### src/rtl/adler32_stream.sv
module adler32_stream #(
  parameter int unsigned MODULUS = 65521,
  parameter int unsigned BYTE_W  = 8,
  parameter int unsigned SUM_W   = 16
) (
  input  logic               clk,
  input  logic               rst_n,
  input  logic               sop,
  input  logic               in_valid,
  input  logic [BYTE_W-1:0]  in_byte,
  input  logic               eop,
  input  logic               cmp_en,
  input  logic [2*SUM_W-1:0] cmp_value,
  output logic [2*SUM_W-1:0] sum_out,
  output logic               done,
  output logic               match
);

  localparam int unsigned W = SUM_W + 1;
  localparam logic [W-1:0] MOD_W = W'(MODULUS);
  localparam logic [SUM_W-1:0] ONE = SUM_W'(1);

  logic [SUM_W-1:0] lo_q, hi_q;
  logic             open_q;

  logic             live, take, finish;
  logic [SUM_W-1:0] lo_base, hi_base, lo_new, hi_new;
  logic [W-1:0]     lo_raw, lo_red, hi_raw, hi_red;

  assign live    = open_q | sop;
  assign take    = live & in_valid;
  assign finish  = live & eop;
  assign lo_base = sop ? ONE : lo_q;
  assign hi_base = sop ? '0  : hi_q;

  assign lo_raw = {1'b0, lo_base} + {{(W-BYTE_W){1'b0}}, in_byte};
  assign lo_red = (lo_raw >= MOD_W) ? lo_raw - MOD_W : lo_raw;
  assign hi_raw = {1'b0, hi_base} + lo_red;
  assign hi_red = (hi_raw >= MOD_W) ? hi_raw - MOD_W : hi_raw;

  assign lo_new = take ? lo_red[SUM_W-1:0] : lo_base;
  assign hi_new = take ? hi_red[SUM_W-1:0] : hi_base;

  always_ff @(posedge clk) begin
    if (!rst_n) begin
      lo_q   <= ONE;
      hi_q   <= '0;
      open_q <= 1'b1;
      done   <= 1'b0;
      match  <= 1'b0;
    end else begin
      lo_q   <= lo_new;
      hi_q   <= hi_new;
      open_q <= finish ? 1'b0 : live;
      done   <= finish;
      match  <= finish & cmp_en & ({hi_new, lo_new} == cmp_value);
    end
  end

  assign sum_out = {hi_q, lo_q};

  a_r2_lo_below_mod: assert property (@(posedge clk) disable iff (!rst_n)
    {1'b0, lo_q} < MOD_W);
  a_r3_hi_below_mod: assert property (@(posedge clk) disable iff (!rst_n)
    {1'b0, hi_q} < MOD_W);
  a_r1_start_clears: assert property (@(posedge clk) disable iff (!rst_n)
    sop && !in_valid |=> sum_out == {{SUM_W{1'b0}}, ONE});
  a_r7_closed_holds: assert property (@(posedge clk) disable iff (!rst_n)
    !open_q && !sop |=> $stable(sum_out) && !done);
  a_r9_idle_holds: assert property (@(posedge clk) disable iff (!rst_n)
    !in_valid && !sop |=> $stable(sum_out));
  a_r8_match_needs_done: assert property (@(posedge clk) disable iff (!rst_n)
    match |-> done);
  a_r5_done_after_eop: assert property (@(posedge clk) disable iff (!rst_n)
    $rose(done) |-> $past(eop));

endmodule

### config.mk
export PLATFORM = sky130hd
export DESIGN_NAME = adler32_stream
export DESIGN_NICKNAME = d
export VERILOG_FILES = /design/src/rtl/adler32_stream.sv
export SDC_FILE = /design/constraint.sdc
export NUM_CORES = 1
export LEC_CHECK = 0
export ABC_AREA = 1
export BUFFER_PORTS_ARGS = -buffer_cell sky130_fd_sc_hd__buf_2
export CORE_ASPECT_RATIO = 1.2
export CORE_UTILIZATION = 40
export CTS_CLUSTER_SIZE = 25
export DETAILED_ROUTE_END_ITERATION = 8
export GPL_ROUTABILITY_DRIVEN = 0
export GPL_TIMING_DRIVEN = 0
export SLEW_MARGIN = 5
export SYNTH_ARGS = -nofsm -noshare
export SYNTH_HDL_FRONTEND = slang
export SYNTH_SLANG_ARGS = --single-unit
### constraint.sdc
create_clock -name clk -period 8.6 [get_ports clk]
set_input_delay 1.29 -clock clk [delete_from_list [all_inputs] [get_ports clk]]
set_output_delay 1.29 -clock clk [all_outputs]
set_load 0.005 [all_outputs]
==> run summary, run 1 <==
Mean Syn Cell Area = 5.54 um^2
routed wire length = 16200 um
fraction of layout cells with a size suffix above 1 = 0.138
pin count of the biggest net entering global routing = 11
RSZ-0062 raised after global routing = false
worst setup margin = 0.834 ns
Clk pin slew, worst setup/hold paths = 0.06 ns
ANT cells = 0
outcome = finished, final reports clean
Pwr Total = 654 uW
number of buffers created by CTS = 5
syn_nets = 952
Slew HR = 0.431
WP data required = 8.82 ns
clk buf depth = 2
total grt overflow = 0
Worst-Margin Slew = 0.848 ns
Detailed Route Iter0 Violations = 228
Post-CTS Hold Fix Bufs = 0
Setup TNS = 0 ns
final hold viol count = 0
Core Area = 11700 um^2
PD cells = 117 nW/um^2
dominant cell type by area after synthesis = nand2_1
vias in the first global route = 5067
Yosys reg bits = 35
top cell type's share of synthesized area = 0.213
WHS = 0.520 ns
DRT Pass-1 Iters = 5
final core occ = 0.480
GRT Util Overall = 0.266
Max FO, Critical Path = 10
Ys Warns = 0
initial antenna violation count = 0
Die Ht = 123 um
Post-CTS Resized = 0
via count = 5621
final instance area = 5600 um^2
Cell Area, Placed = 5440 um^2
Clock Sinks = 35
top post-synthesis cells by count = nand2_1 (276), inv_1 (130), nor2_1 (97)
CTS tree = done
Slowest-stage cell, CP = clkbuf_1
max_cap viols = 0
DR WL/cell = 14.5 um
sequential area share after synthesis = 0.144
via density per instance = 5.02
count of final max-slew check failures = 0
fin nets = 1037
unique cell type count in the Yosys netlist = 42
most used cell, CP = nand2_1
slowest stage delay, CP = 0.42 ns
placed cells = 1112
CP Data Arrival Time = 7.99 ns
Die ar. = 12600 um^2
clock latency on the worst-skew pair = 0.29 ns
crit share post-route = 0.903
Site Rows = 43
crit start category = input port
synthesized cell area = 4860 um^2
fmax = 0.129 GHz
post-layout min period = 7.77 ns
Ports = 80
EDFF count, synth = 0
HPWL after detailed placement = 13400 um
Die Wd = 103 um
Leakage = 3.08 nW
# port buffers = 78
synth top area cells = nand2_1 (21%), dfxtp_1 (14%), inv_1 (10%)
DRC Markers = 0
first-pass GRT wire length = 25200 um
dpl ws = 0.649 ns
Hold Crit Class = flip-flop to flip-flop
critical path capture point type = flip-flop
Post-Synthesis Cells = 877
Area Overhead vs Synth = 15.4%
Max rail drop VDD = 0.0621 mV
ys async rst share = 0
DRT antenna net count = 0
H-Tree Depth = 2
Final Non-Filler Cells = 1119
ys flop type = dfxtp_1
post-CTS setup buffers = 0
fillers = 1369
CTS root buf = clkbuf_16
Crit Path Class = input port to flip-flop
initial core utilization = 0.416
clock skew = 0.00556 ns
Final setup viols = 0
most frequent cell after synthesis = nand2_1
-- registers in the layout, indices dropped and copies added, names as in the netlist --
name	cells
open_q	1
hi_q	16
done	1
match	1
lo_q	16
-- worst paths after layout --
path                            slack [ns]  endpoint    start  cells past startpoint
worst max-delay path                  0.83     match      sop                     48
worst min-delay path                  0.52      done   open_q                      2
worst max register to register        2.14     match  lo_q[1]                     46
worst min register to register        0.52      done   open_q                      2
-- critical path, delay by kind of cell --
family / cells / cell delay [ns]
compound gates: 2 / 0.30
fa+ha+maj: 4 / 1.12
xor+xnor: 1 / 0.42
buf+inv: 10 / 1.30
simple gates: 31 / 3.55
-- area by class of cell --
cell class | instances | area, um^2 | share of cell area
plain buffers | 19 | 106 | 0.0190
well taps | 157 | 196 | 0.0351
clock inverters | 1 | 30.0 | 0.00536
clock buffers | 6 | 129 | 0.0230
repair buffers | 78 | 390 | 0.0697
flip-flops and latches | 35 | 701 | 0.125
inverters | 139 | 524 | 0.0936
multi-input cells | 684 | 3520 | 0.629
-- report_power, final --
part           switching, mW  total (mW)  internal (mW)
logic                  0.172       0.264         0.0920
registers            0.00488       0.176          0.172
clock network         0.0775       0.213          0.136
total                  0.255       0.654          0.399
-- per-layer routing --
layer	GRT usage	up-vias	part of all wire
met2	0.490	143	0.51
li1	-	2966	-
met5	0	-	0
met3	0.0262	26	0.043
met4	0.0929	0	0.028
met1	0.316	2486	0.42
-- placed cells by master, fill, tap and decap left out, types with 14 or more instances in the layout --
cell / count
dfxtp_1: 35
ha_1: 27
a21oi_1: 41
nand3_1: 94
buf_2: 79
inv_1: 130
nand2_1: 276
clkbuf_1: 14
o21ai_0: 19
xor2_1: 21
nor2_1: 97
nand4_1: 25
-- cells by family after synthesis --
family                   after synthesis  share of synthesized area
AO/OA/AOI/OAI                         85                     0.0948
XOR/XNOR                              28                     0.0559
adder cells (fa/ha/maj)               29                     0.0778
buffers and inverters                158                      0.130
flip-flops                            35                      0.144
AND/OR/NAND/NOR                      542                      0.497
No activity file was read; power rests on OpenSTA's default activity.
==> run 2: changes to the inputs <==
- GPL_ROUTABILITY_DRIVEN: 0 -> 1
- RECOVER_POWER: not set -> 100
==> run summary, run 2 (synthesis gave the netlist of run 1 again) <==
outcome = finished, final reports clean
Die Wd = 103 um (unchanged)
first-pass GRT wire length = 25200 um (unchanged)
CTS root buf = clkbuf_16
Slowest-stage cell, CP = clkbuf_1
post-CTS setup buffers = 0 (unchanged)
post-layout min period = 7.79 ns (+0.0207 ns)
max_cap viols = 0 (unchanged)
via count = 5598 (-0.41%)
Final setup viols = 0 (unchanged)
worst path bufs/invs = 10 (unchanged)
most used cell, CP = nand2_1
CTS tree = done
Detailed Route Iter0 Violations = 224 (-1.8%)
fraction of layout cells with a size suffix above 1 = 0.117 (-0.0208)
ANT cells = 0 (unchanged)
worst setup margin = 0.813 ns (-0.0207 ns)
Setup TNS = 0 ns (unchanged)
Final GP Congestion = 0.897
DRC Markers = 0 (unchanged)
Post-CTS Hold Fix Bufs = 0 (unchanged)
slowest stage delay, CP = 0.41 ns (about the same)
WP data required = 8.82 ns (about the same)
crit start category = input port
most common cell after layout, fill and taps aside = nand2_1
CP top delay family = simple AND/OR/NAND/NOR gates
crit share post-route = 0.905 (+0.00241)
clk buf depth = 2 (unchanged)
Hold Crit Class = flip-flop to flip-flop
RSZ-0062 raised after global routing = false
critical path capture point type = flip-flop
Die Ht = 123 um (unchanged)
pin count of the biggest net entering global routing = 11 (unchanged)
DRT Pass-1 Iters = 4 (-1)
Ports = 80 (unchanged)
clock latency on the worst-skew pair = 0.29 ns (about the same)
WHS = 0.518 ns (-0.00152 ns)
fmax = 0.128 GHz (-0.27%)
Slew HR = 0.430 (-0.000771)
Max FO, Critical Path = 10 (unchanged)
count of final max-slew check failures = 0 (unchanged)
H-Tree Depth = 2 (unchanged)
via density per instance = 5.00 (-0.41%)
vias in the first global route = 5067 (unchanged)
HPWL after detailed placement = 13400 um (unchanged)
total grt overflow = 0 (unchanged)
Core Area = 11700 um^2 (unchanged)
Post-CTS Resized = 0 (unchanged)
Clk pin slew, worst setup/hold paths = 0.06 ns (about the same)
PD cells = 117 nW/um^2 (about the same)
Die ar. = 12600 um^2 (unchanged)
Leakage = 3.01 nW (-2.4%)
Largest regs = hi_q: 16 flops, lo_q: 16 flops
Area Overhead vs Synth = 14.8%
initial core utilization = 0.416 (unchanged)
DR WL/cell = 14.5 um (+0.14%)
GRT Util Overall = 0.266 (unchanged)
# port buffers = 78 (unchanged)
CP Data Arrival Time = 8.01 ns (+0.02 ns)
Max rail drop VDD = 0.0620 mV (-0.22%)
commonest non-fill, non-tap cells in the layout = nand2_1 (277), inv_1 (130), nor2_1 (97), nand3_1 (94), buf_2 (60)
final hold viol count = 0 (unchanged)
Crit Path Class = input port to flip-flop
initial antenna violation count = 0 (unchanged)
Site Rows = 43 (unchanged)
dpl ws = 0.649 ns (unchanged)
routed wire length = 16200 um (+0.14%)
clock skew = 0.00588 ns (+0.000318 ns)
Worst-Margin Slew = 0.849 ns (+0.00115 ns)
fin nets = 1037 (unchanged)
number of buffers created by CTS = 5 (unchanged)
Clock Sinks = 35 (unchanged)
DRT antenna net count = 0 (unchanged)
## run 2: metal layers
metal,vias up,share of wire,global-route usage
met3,27,0.037,0.0262
li1,2965,-,-
met2,130,0.51,0.490
met5,-,0,0
met1,2476,0.43,0.316
met4,0,0.029,0.0929
## run 2: per-stage QoR
step           cell area (um^2)  total power [mW]   util  cells
2_1_floorplan              4860             0.368      -    877
3_3_place_gp               5440             0.441  0.466   1112
3_5_place_dp               5440             0.441  0.466   1112
4_1_cts                    5600             0.654  0.480   1119
5_1_grt                    5580             0.692  0.478   1119
6_report                   5580             0.650  0.478   1119
## run 2: worst paths after layout
| check | start | endpoint | slack, ns | depth (start not counted) |
|---|---|---|---|---|
| worst max-delay path | sop | match | 0.81 | 46 |
| worst max register to register | lo_q[1] | match | 2.11 | 44 |
| worst min register to register | open_q | done | 0.52 | 2 |
| worst min-delay path | open_q | done | 0.52 | 2 |
## run 2: worst min-delay path, cell delays in order, from the launching register on
cell and delay, ns:
dfxtp_1 0.34, nor2_1 0.07, nor2_1 0.07
## run 2: layout make-up
cell class              count  area, um^2
inverters                 139         524
fillers                  1377        6100
clock inverters             1        30.0
well taps                 157         196
multi-input cells         684        3520
flip-flops and latches     35         701
repair buffers             78         367
clock buffers               6         129
plain buffers              19         106
## run 2: power by group
| part | switching, mW | internal (mW) | leakage, nW |
|---|---|---|---|
| Combinational | 0.172 | 0.0899 | 2.64 |
| Sequential | 0.00514 | 0.172 | 0.287 |
| Clock | 0.0764 | 0.136 | 0.0769 |
| Total | 0.253 | 0.397 | 3.01 |
==> run 3: changes to the inputs <==
- CORE_ASPECT_RATIO: 1.2 -> not set
==> run summary, run 3 (synthesis gave the netlist of run 1 again) <==
clk buf depth = 2 (unchanged)
Max FO, Critical Path = 10 (unchanged)
DRT Pass-1 Iters = 7 (+3)
Hold Path Origin = open_q
reg-to-reg slack, setup = 2.06 ns (-0.05 ns)
Largest regs = hi_q: 16 flops, lo_q: 16 flops
H-Tree Depth = 2 (unchanged)
slowest stage delay, CP = 0.43 ns (+0.02 ns)
fin nets = 1037 (unchanged)
Site Rows = 39 (-9.3%)
Slowest-stage cell, CP = clkbuf_1
Post-CTS Resized = 0 (unchanged)
RSZ-0062 raised after global routing = false
Sw Ratio = 0.378 (-0.0111)
WHS Endpoint = done
pin count of the biggest net entering global routing = 13 (+2)
initial antenna violation count = 0 (unchanged)
DR WL/cell = 14.5 um (+0.15%)
Leakage = 3.05 nW (+1.6%)
WP data required = 8.83 ns (about the same)
Clk pin slew, worst setup/hold paths = 0.06 ns (about the same)
final core occ = 0.482 (+0.00446)
met1 usage = 0.389 (+0.0737)
clock power share = 0.363 (+0.037)
CTS tree = done
total grt overflow = 0 (unchanged)
clock skew = 0.00523 ns (-0.000642 ns)
crit share post-route = 0.913 (+0.00708)
via count = 5590 (-0.14%)
via density per instance = 5.05 (+1.0%)
outcome = finished with violations
Final setup viols = 0 (unchanged)
Psw = 261 uW (+3.1%)
crit start category = input port
number of buffers created by CTS = 5 (unchanged)
Detailed Route Iter0 Violations = 453 (+100%)
most common cell after layout, fill and taps aside = nand2_1
DRC Markers = 5 (+5)
post-layout min period = 7.85 ns (+0.0609 ns)
Die ar. = 12600 um^2 (about the same)
failing checks = DRC
Slew HR = 0.375 (-0.0556)
post-CTS setup buffers = 0 (unchanged)
CTS root buf = clkbuf_16
HPWL after detailed placement = 13300 um (-0.72%)
Final GP Congestion = 0.917 (+2.1%)
commonest non-fill, non-tap cells in the layout = nand2_1 (277), inv_1 (130), nor2_1 (97), nand3_1 (95), buf_2 (69)
# port buffers = 78 (unchanged)
r2r startpoint = lo_q[1]
Hold Crit Class = flip-flop to flip-flop
Max rail drop VDD = 0.111 mV (+80%)
count of final max-slew check failures = 0 (unchanged)
gr busiest metal = met1
DRT antenna net count = 0 (unchanged)
Worst R2R Path Depth = 47 (+6.8%)
first-pass GRT wire length = 25400 um (+0.49%)
Ports = 80 (unchanged)
internal power = 429 uW (+8.0%)
Clock Sinks = 35 (unchanged)
final hold viol count = 0 (unchanged)
WHS Path Cells = 2 (unchanged)
M2 GR Usage = 0.387 (-0.103)
Crit Path Class = input port to flip-flop
routed wire length = 16100 um (-1.0%)
vias in the first global route = 4989 (-1.5%)
Post-CTS Hold Fix Bufs = 0 (unchanged)
CP Data Arrival Time = 8.08 ns (+0.07 ns)
Die Wd = 112 um (+9.4%)
fmax = 0.127 GHz (-0.78%)
R2R Path End = match
initial core utilization = 0.418 (+0.00220)
Global Route met3 Usage = 0.0432 (+0.0170)
Flop pwr share = 0.256 (-0.016)
max_cap viols = 0 (unchanged)
Area Overhead vs Synth = 15.3%
Setup TNS = 0 ns (unchanged)
critical path capture point type = flip-flop
Die Ht = 112 um (-8.6%)
PD cells = 123 nW/um^2 (+5.7%)
part of the power in combinational logic = 0.381 (-0.021)
Worst-Margin Slew = 0.932 ns (+0.0828 ns)
Core Area = 11600 um^2 (-0.53%)
clock latency on the worst-skew pair = 0.30 ns (about the same)
fraction of layout cells with a size suffix above 1 = 0.128 (+0.0103)
most used cell, CP = nand2_1
ANT cells = 0 (unchanged)
GRT Util Overall = 0.260 (-0.00661)
==> run 3: cell types whose count changed in the layout (fill, tap and decap cells not counted) <==
cell / previous run / this run
nand3_2: 6 / 5
bufinv_16: 1 / 2
clkbuf_1: 33 / 22
buf_2: 60 / 69
nand3_1: 94 / 95
clkinvlp_4: 0 / 1
buf_1: 0 / 1
==> run 3: through the flow <==
step	hold WS (ns)	worst slack [ns]	std cells	cell area, um^2	total power [mW]
finish	0.492	0.752	1106	5600	0.690
global route	0.546	0.117	1106	5600	0.734
CTS	0.497	1.03	1106	5620	0.693
detailed placement	0.482	0.743	1098	5430	0.440
global placement	0.481	0.715	1098	5430	0.441
floorplan	0.460	2.02	877	4860	0.368
==> run 3: routing by layer <==
layer  routed length, um  up-vias
met4                 159        0
li1                    -     2959
met2                6490      156
met3                 958       11
met5                   0        -
met1                8450     2464
==> run 3: area by class of cell <==
class,count,area (um^2)
inverters,139,524
clock buffers,5,125
flip-flops and latches,35,701
repair buffers,78,378
multi-input cells,684,3520
clock inverters,3,67.6
plain buffers,19,106
well taps,143,179
fillers,1324,6020
==> run 3: worst max-delay path by stage <==
stage,end,cells past startpoint,startpoint
after floorplan,match,45,sop
after CTS,match,47,sop
final,match,49,sop
after global placement,match,47,sop
after global routing,match,44,sop
after detailed placement,match,47,sop
==> run 3: worst max-delay path, delay by kind of cell <==
kind / cells / cell delay, ns
simple gates: 35 / 3.93
compound gates: 3 / 0.45
fa+ha+maj: 3 / 0.91
xor+xnor: 1 / 0.39
buf+inv: 7 / 1.07
==> run 3: power groups by stage <==
stage | clock (mW) | sequential [mW] | combinational (mW)
after detailed placement | 0 | 0.180 | 0.259
after global routing | 0.261 | 0.178 | 0.296
after floorplan | 0 | 0.181 | 0.187
after CTS | 0.255 | 0.177 | 0.261
final | 0.250 | 0.177 | 0.263
after global placement | 0 | 0.180 | 0.261
